## src/rtl/fpu_sysreg_pkg.sv

```systemverilog
package fpu_sysreg_pkg;
  localparam int WORD_W = 32;
  localparam int SEL_W  = 4;

  localparam logic [SEL_W-1:0] SEL_ID    = 4'b0000;
  localparam logic [SEL_W-1:0] SEL_STAT  = 4'b0001;
  localparam logic [SEL_W-1:0] SEL_EXC   = 4'b1000;
  localparam logic [SEL_W-1:0] SEL_FEAT0 = 4'b0111;
  localparam logic [SEL_W-1:0] SEL_FEAT1 = 4'b0110;

  localparam logic [WORD_W-1:0] FEAT0_VAL = 32'h1011_0221;
  localparam logic [WORD_W-1:0] FEAT1_VAL = 32'h0000_0011;
  localparam logic [WORD_W-5:0] ID_HIGH   = 28'h410_2315;

  typedef enum logic [2:0] {
    RK_NONE, RK_ID, RK_STAT, RK_EXC, RK_FEAT0, RK_FEAT1
  } regKind_e;

  typedef struct packed {
    logic     wrStat;
    logic     wrExc;
    logic     rdEn;
    regKind_e kind;
  } dpCtrl_t;

  function automatic regKind_e decodeSel(input logic [SEL_W-1:0] s);
    case (s)
      SEL_ID:    return RK_ID;
      SEL_STAT:  return RK_STAT;
      SEL_EXC:   return RK_EXC;
      SEL_FEAT0: return RK_FEAT0;
      SEL_FEAT1: return RK_FEAT1;
      default:   return RK_NONE;
    endcase
  endfunction
endpackage

```

## src/rtl/fpu_sysreg_ctrl.sv

```systemverilog
module fpu_sysreg_ctrl
  import fpu_sysreg_pkg::*;
(
  input  logic             accValid,
  input  logic             accWrite,
  input  logic [SEL_W-1:0] accSel,
  input  logic             privMode,
  input  logic             cpGrant,
  input  logic             enBit,
  output dpCtrl_t          dpCtrl,
  output logic             accFault
);
  regKind_e kind;
  logic     permit;
  logic     granted;

  always_comb begin
    kind = decodeSel(accSel);
    case (kind)
      RK_STAT:                          permit = enBit;
      RK_ID, RK_EXC, RK_FEAT0, RK_FEAT1: permit = privMode;
      default:                          permit = 1'b0;
    endcase
    granted = accValid && cpGrant && permit;

    dpCtrl.kind   = kind;
    dpCtrl.rdEn   = granted && !accWrite;
    dpCtrl.wrStat = granted && accWrite && (kind == RK_STAT);
    dpCtrl.wrExc  = granted && accWrite && (kind == RK_EXC);
    accFault      = accValid && !granted;
  end
endmodule

```

## src/rtl/fpu_sysreg_dp.sv

```systemverilog
module fpu_sysreg_dp
  import fpu_sysreg_pkg::*;
#(
  parameter logic [3:0] REV    = 4'h0,
  parameter int         EN_BIT = 30
) (
  input  logic              clk,
  input  logic              rst,
  input  logic [WORD_W-1:0] wrData,
  input  dpCtrl_t           dpCtrl,
  output logic [WORD_W-1:0] rdData,
  output logic              enBit
);
  localparam logic [WORD_W-1:0] ID_VAL = {ID_HIGH, REV};

  logic [WORD_W-1:0] statReg;
  logic [WORD_W-1:0] excReg;

  always_ff @(posedge clk) begin
    if (rst) begin
      statReg <= '0;
      excReg  <= '0;
    end else begin
      if (dpCtrl.wrStat) statReg <= wrData;
      if (dpCtrl.wrExc)  excReg  <= wrData;
    end
  end

  always_comb begin
    rdData = '0;
    if (dpCtrl.rdEn) begin
      case (dpCtrl.kind)
        RK_ID:    rdData = ID_VAL;
        RK_STAT:  rdData = statReg;
        RK_EXC:   rdData = excReg;
        RK_FEAT0: rdData = FEAT0_VAL;
        RK_FEAT1: rdData = FEAT1_VAL;
        default:  rdData = '0;
      endcase
    end
  end

  assign enBit = excReg[EN_BIT];
endmodule

```

## src/rtl/fpu_sysreg_unit.sv

```systemverilog
module fpu_sysreg_unit
  import fpu_sysreg_pkg::*;
#(
  parameter logic [3:0] REV    = 4'h0,
  parameter int         EN_BIT = 30
) (
  input  logic        clk,
  input  logic        rst,
  input  logic        accValid,
  input  logic        accWrite,
  input  logic [3:0]  accSel,
  input  logic [31:0] wrData,
  input  logic        privMode,
  input  logic        cpGrant,
  output logic [31:0] rdData,
  output logic        accFault,
  output logic        fpEnable
);
  dpCtrl_t dpCtrl;
  logic    enBit;

  fpu_sysreg_ctrl u_ctrl (
    .accValid(accValid), .accWrite(accWrite), .accSel(accSel),
    .privMode(privMode), .cpGrant(cpGrant), .enBit(enBit),
    .dpCtrl(dpCtrl), .accFault(accFault)
  );

  fpu_sysreg_dp #(.REV(REV), .EN_BIT(EN_BIT)) u_dp (
    .clk(clk), .rst(rst), .wrData(wrData), .dpCtrl(dpCtrl),
    .rdData(rdData), .enBit(enBit)
  );

  assign fpEnable = enBit;
endmodule

```

## config.mk

```make
export PLATFORM = sky130hd
export DESIGN_NAME = fpu_sysreg_unit
export DESIGN_NICKNAME = d
export VERILOG_FILES = /design/src/rtl/fpu_sysreg_pkg.sv /design/src/rtl/fpu_sysreg_ctrl.sv /design/src/rtl/fpu_sysreg_dp.sv /design/src/rtl/fpu_sysreg_unit.sv
export SDC_FILE = /design/constraint.sdc
export NUM_CORES = 1
export LEC_CHECK = 0
export BUFFER_PORTS_ARGS = -buffer_cell sky130_fd_sc_hd__buf_2
export CAP_MARGIN = 30
export CORE_MARGIN = 1.5
export CORE_UTILIZATION = 35
export CTS_CLUSTER_DIAMETER = 150
export DETAILED_ROUTE_END_ITERATION = 8
export PLACE_DENSITY = 0.62
export SLEW_MARGIN = 20
export SYNTH_ARGS = -nofsm -noshare
export SYNTH_HDL_FRONTEND = slang
export SYNTH_HIERARCHICAL = 1
export SYNTH_SLANG_ARGS = --single-unit
```

## constraint.sdc

```tcl
create_clock -name clk -period 2.7 [get_ports clk]
set_clock_uncertainty 0.2 [all_clocks]
set_input_delay 0.54 -clock clk [delete_from_list [all_inputs] [get_ports clk]]
set_output_delay 0.54 -clock clk [all_outputs]
set_load 0.01 [all_outputs]
```

* Word level (Yosys, flattened, before mapping)
Index checks and enable logic that the tools add are counted.
** Storage, ports and cells
- Register bits :: 64
- Output and inout port bits :: 34
- Word-level logic and storage cells :: 26
- Bits of input ports :: 42
** Operators by class
- Eq/ne operators :: 9
- Reductions and logical operators :: 11
- Multiplexer cells :: 4
** Operators by type and width (count)
- $pmux W32 S5 :: 1
- $mux W32 :: 1
- $pmux W3 S5 :: 1
- $eq A4 B3 Y1 const B :: 2
- $logic_and A1 B1 Y1 :: 7
- $eq A3 B2 Y1 const B :: 2
- $eq A3 B3 Y1 const B :: 2
- $eq A4 B1 Y1 const B :: 1
- $eq A4 B4 Y1 const B :: 1
- $logic_not A4 Y1 :: 1
- $reduce_or A4 Y1 :: 1
- $eq A3 B1 Y1 const B :: 1
- $logic_not A1 Y1 :: 2
- $pmux W1 S2 :: 1

* Longest topological paths before layout
- Word-level depth :: 8
- Mapped depth :: 8
- Gate-level depth less buffers :: 7

* Cells and area by module
The synthesis kept the hierarchy.
** Modules (own cells, without submodules)
- fpu_sysreg_dp :: cells an instance 305, seq. area each 1281.2 sq um, area each 2824.0 sq um, instances 1
- fpu_sysreg_ctrl :: cells an instance 19, seq. area each 0.0 sq um, area each 122.6 sq um, instances 1

* Worst setup path after synthesis
Ideal clock, no wire load.
- Path kind :: input to output
- From :: input port accSel[3]
- To :: output port rdData[10]
- Arrival :: 2175 ps
- Stages on the path :: 8
- Slack :: -215 ps
- Buffers on the path :: 1
- Required time :: 1960 ps
- Cell sequence :: or2b_1 > a21oi_1 > inv_1 > ha_1 > inv_1 > o21ai_2 > buf_2 > nor2_1
** RTL lines
- start, declared :: line fpu_sysreg_unit.sv:11 : input logic [3:0] accSel,
- end, declared :: line fpu_sysreg_unit.sv:15 : output logic [31:0] rdData,

==> summary.log <==
qor: logic_synthesis.synth.yosys.seq_area_share 0.435
qor: logic_synthesis.yosysTopAreaCellShare 0.435
qor: logic_synthesis.postSynthAreaPerCell 9.09 um2
qor: logic_synthesis.synthSimpleGateAreaFrac 0.180
qor: clock_network.numCtsBuffers 9
qor: logic_synthesis.muxShareOfSynthArea 0.237
qor: detailed_routing.vias_per_cell 4.91
qor: run_status.violations setup timing
qor: grt.wire_length_of_the_first_global_routing_pass 13.0 mm
qor: critical_path.worst-path-max-fanout 6
qor: clock_network.clock_sinks 64
qor: finish.layout.nets 466
qor: logic_synthesis.synth.largest_area_cell dfxtp_1
qor: sta.finalHoldViolations 0
qor: grt.grt_start_max_net_pins 33
qor: logic_synthesis.synth_most_common_cell nor2_1
qor: detailed_routing.route.vias.total 2619
qor: logic_synthesis.syn-num-nets 367
qor: finish.final_standard_cell_utilization_of_the_core 0.519
qor: die.floorplan.die.height 94.8 um
qor: clock_network.clockBufferDepth 2
qor: sta.setup_repair_after_global_routing_missed_its_margin true
qor: critical_path.timing.critical_path.required 1.96 ns
qor: detailed_routing.drt-pass1-iter-count 6
qor: finish.final_layout_size_suffix_gt1_frac 0.432
qor: clock_network.clk_root_buffer_cell clkbuf_8
qor: detailed_routing.drt_iter0_drc 105
qor: logic_synthesis.synth_edf_count 0
qor: die.io-pin-count 76
qor: grt.vias_in_the_first_global_route 2625
qor: grt.globalRouteTotalUtil 0.192
qor: grt.grt_antenna_before_repair 0
qor: critical_path.critical_path.max_stage_delay 0.27 ns
qor: sta.slew_headroom 0.718
qor: sta.final.period_utilization 1.04
qor: die.dieArea 0.00898 mm2
qor: sta.finalSetupViolCount 32
qor: clock_network.clk_latency 0.33 ns
qor: detailed_routing.routed_wirelength 8.18 mm
qor: placement.placement.io_buffers 75
qor: job.cap_violations 0
qor: logic_synthesis.synthArstFlopShare 0
qor: detailed_routing.drc 0
qor: placement.place.detailed.hpwl 5.14 mm
qor: logic_synthesis.area_share_of_fa_ha_maj_cells_after_synthesis 0.00425
qor: placement.gp_routability_congestion 0.830
qor: die.num_rows 33
qor: critical_path.worstSetupPathType in2out
qor: clock_network.clk_pin_slew_worst_paths 0.07 ns
qor: logic_synthesis.synthesis.instances 324
qor: power.vdd.ir_drop.worst 0.000206 V
qor: clock_network.ctsHtreeMaxLevel 3
qor: sta.worst-slew-pin-transition 0.419 ns
qor: critical_path.critPathTopFamily buffers and inverters
qor: logic_synthesis.postSynthRegisterBits 64
qor: critical_path.cp_data_arrival_time 2.08 ns
qor: logic_synthesis.yosys_warning_total 6
qor: power.p_comb_frac 0.084
qor: die.core-area 0.00818 mm2
qor: power.power_per_cell_area 442 mW/mm2
qor: finish.diodes 0
qor: grt.overflow 0
qor: sta.finalWorstPathRequiredPeriod 2.82 ns
qor: power.power.share.switching 0.232
qor: sta.fmax 355 MHz
qor: detailed_routing.routedWlPerCell 15.3 um
qor: critical_path.timing.critical_path.slowest_stage_cell or2b_1
qor: power.power_leakage 1.52 nW
qor: logic_synthesis.yosys-top-cells-area dfxtp_1, mux2i_1, nor2_1, a22oi_1, a21oi_1
qor: logic_synthesis.synth_top_family_by_area multiplexers
qor: sta.fin_setup_tns -2.75 ns
qor: critical_path.startpoint_class input pin
qor: sta.final-max-slew-violation-count 0
qor: critical_path.timing.critical_path.buf_inv 5
qor: power.power.share.clock 0.412
qor: clock_network.tritoncts done
qor: power.design_power_total 1.88 mW
qor: placement.dp_worst_setup_slack -0.144 ns
qor: logic_synthesis.yosys.cell_types.count 34
qor: logic_synthesis.post_synthesis_share_of_cell_area_spent_on_xor_and_xnor_gates 0
qor: clock_network.cts_hold_repair.buffers 0
qor: critical_path.worstSetupEndpointType output pin
qor: sta.setup_ws -0.120 ns
qor: critical_path.cells_along_the_critical_path buf_8 -> or2b_1 -> a21oi_4 -> inv_2 -> ha_4 -> inv_4 -> o21ai_4 -> buf_6 -> nor2_1 -> buf_2
qor: logic_synthesis.area_fraction_in_compound_gates_after_synthesis 0.0985
qor: die.floorplan.initialDensity 0.360
qor: logic_synthesis.synth_ff_type dfxtp_1
qor: run_status.outcome finished, violations left
qor: power.internal-power 1.44 mW
qor: logic_synthesis.netlist_top_cells_count nor2_1, dfxtp_1, mux2i_1, a22oi_1, a21oi_1
qor: hold_path.min-delay-path-class in2reg
qor: power.p_seq_frac 0.504
qor: logic_synthesis.syn_area 0.00295 mm2
qor: finish.syn_to_final_growth 44.1%
qor: power.switchingPower 434 uW
qor: detailed_routing.drt.antenna.violating_nets 0
qor: die.fp.dieW 94.8 um
[metal layers]
metal / vias to the layer above / part of all wire / wire length (um) / GRT usage
li1: 1302 / - / - / -
met1: 1249 / 0.46 / 3720 / 0.242
met2: 58 / 0.48 / 3950 / 0.317
met3: 10 / 0.046 / 377 / 0.0419
met4: 0 / 0.015 / 123 / 0.0746
met5: - / 0 / 0 / 0
[flip-flops by register name (all words and copies together) (netlist names)]
name,cells
u_dp/statReg,32
u_dp/excReg,32
[layout make-up]
cell class / instances / area (um2)
Timing Repair Buffer: 110 / 825
Clock inverter: 4 / 45.0
Sequential cell: 64 / 1280
Tap cell: 105 / 131
Clock buffer: 12 / 135
Fill cell: 778 / 3930
Inverter: 4 / 17.5
Multi-Input combinational cell: 234 / 1810
[stage by stage]
step | cell area, um2 | hold slack [ns] | instances
2_1_floorplan | 2960 | 0.252 | 324
3_3_place_gp | 3580 | 0.269 | 504
3_5_place_dp | 3580 | 0.279 | 504
4_1_cts | 4120 | 0.241 | 530
5_1_grt | 4250 | 0.242 | 533
6_report | 4250 | 0.254 | 533
[power groups by stage]
stage	logic (mW)	clock network [mW]	registers, mW
floorplan	0.0555	0	0.966
global placement	0.122	0	0.966
detailed placement	0.122	0	0.966
CTS	0.149	0.796	0.945
global route	0.170	0.842	0.944
finish	0.158	0.772	0.945
[worst reg2reg max path, stage by stage (launching register included)]
cell,delay (ns)
dfxtp_2,0.36
nand3b_1,0.13
a21oi_4,0.17
o21ai_2,0.09
buf_4,0.13
buf_4,0.11
buf_4,0.13
nor3_2,0.23
buf_12,0.29
mux2i_1,0.29
nor2_1,0.05
[placed cells by master (no fill, tap or decap), types with 2 or more instances in the layout]
master / Yosys / layout
a22oi_2: 0 / 14
nor2_2: 1 / 4
nor2_1: 89 / 78
buf_2: 9 / 64
a21oi_1: 15 / 2
nor2_4: 0 / 8
nor2b_1: 4 / 4
nor3b_4: 1 / 2
dfxtp_1: 64 / 63
buf_12: 0 / 7
nand2_1: 7 / 7
a21oi_2: 1 / 10
clkinv_2: 0 / 3
clkbuf_8: 1 / 9
nor3_2: 0 / 2
buf_4: 0 / 21
mux2i_1: 64 / 64
mux2_4: 0 / 2
a21oi_4: 0 / 4
nand3b_1: 3 / 3
a22oi_1: 18 / 4
buf_6: 2 / 17
inv_2: 0 / 2
o21ai_0: 8 / 8
mux2_2: 5 / 3
clkbuf_1: 8 / 3
[kinds of logic (layout without fill, tap and decap cells)]
group                    Yosys count  after routing
AO/OA/AOI/OAI                     46             46
adder cells (fa/ha/maj)            1              1
buffers and inverters             26            130
flip-flops                        64             64
multiplexers                      69             69
AND/OR/NAND/NOR                  118            118
[path summary, 6_finish.rpt]
kind,start,endpoint,slack [ns],cells after the start
hold / removal,wrData[2],u_dp/statReg[2],0.25,3
setup reg to reg,u_dp/excReg[30],u_dp/excReg[28],0.41,10
setup / recovery,accSel[0],rdData[14],-0.12,10
hold reg to reg,u_dp/excReg[13],u_dp/excReg[13],0.29,2
[what timing repair did]
item | CTS | global route
setup endpoints to repair | 32 | 32
resized for setup | 65 | 21
setup buffers | 7 | 3
pin swaps | 28 | 25
gates cloned | 3 | 0
(Power assumes the default switching activity.)
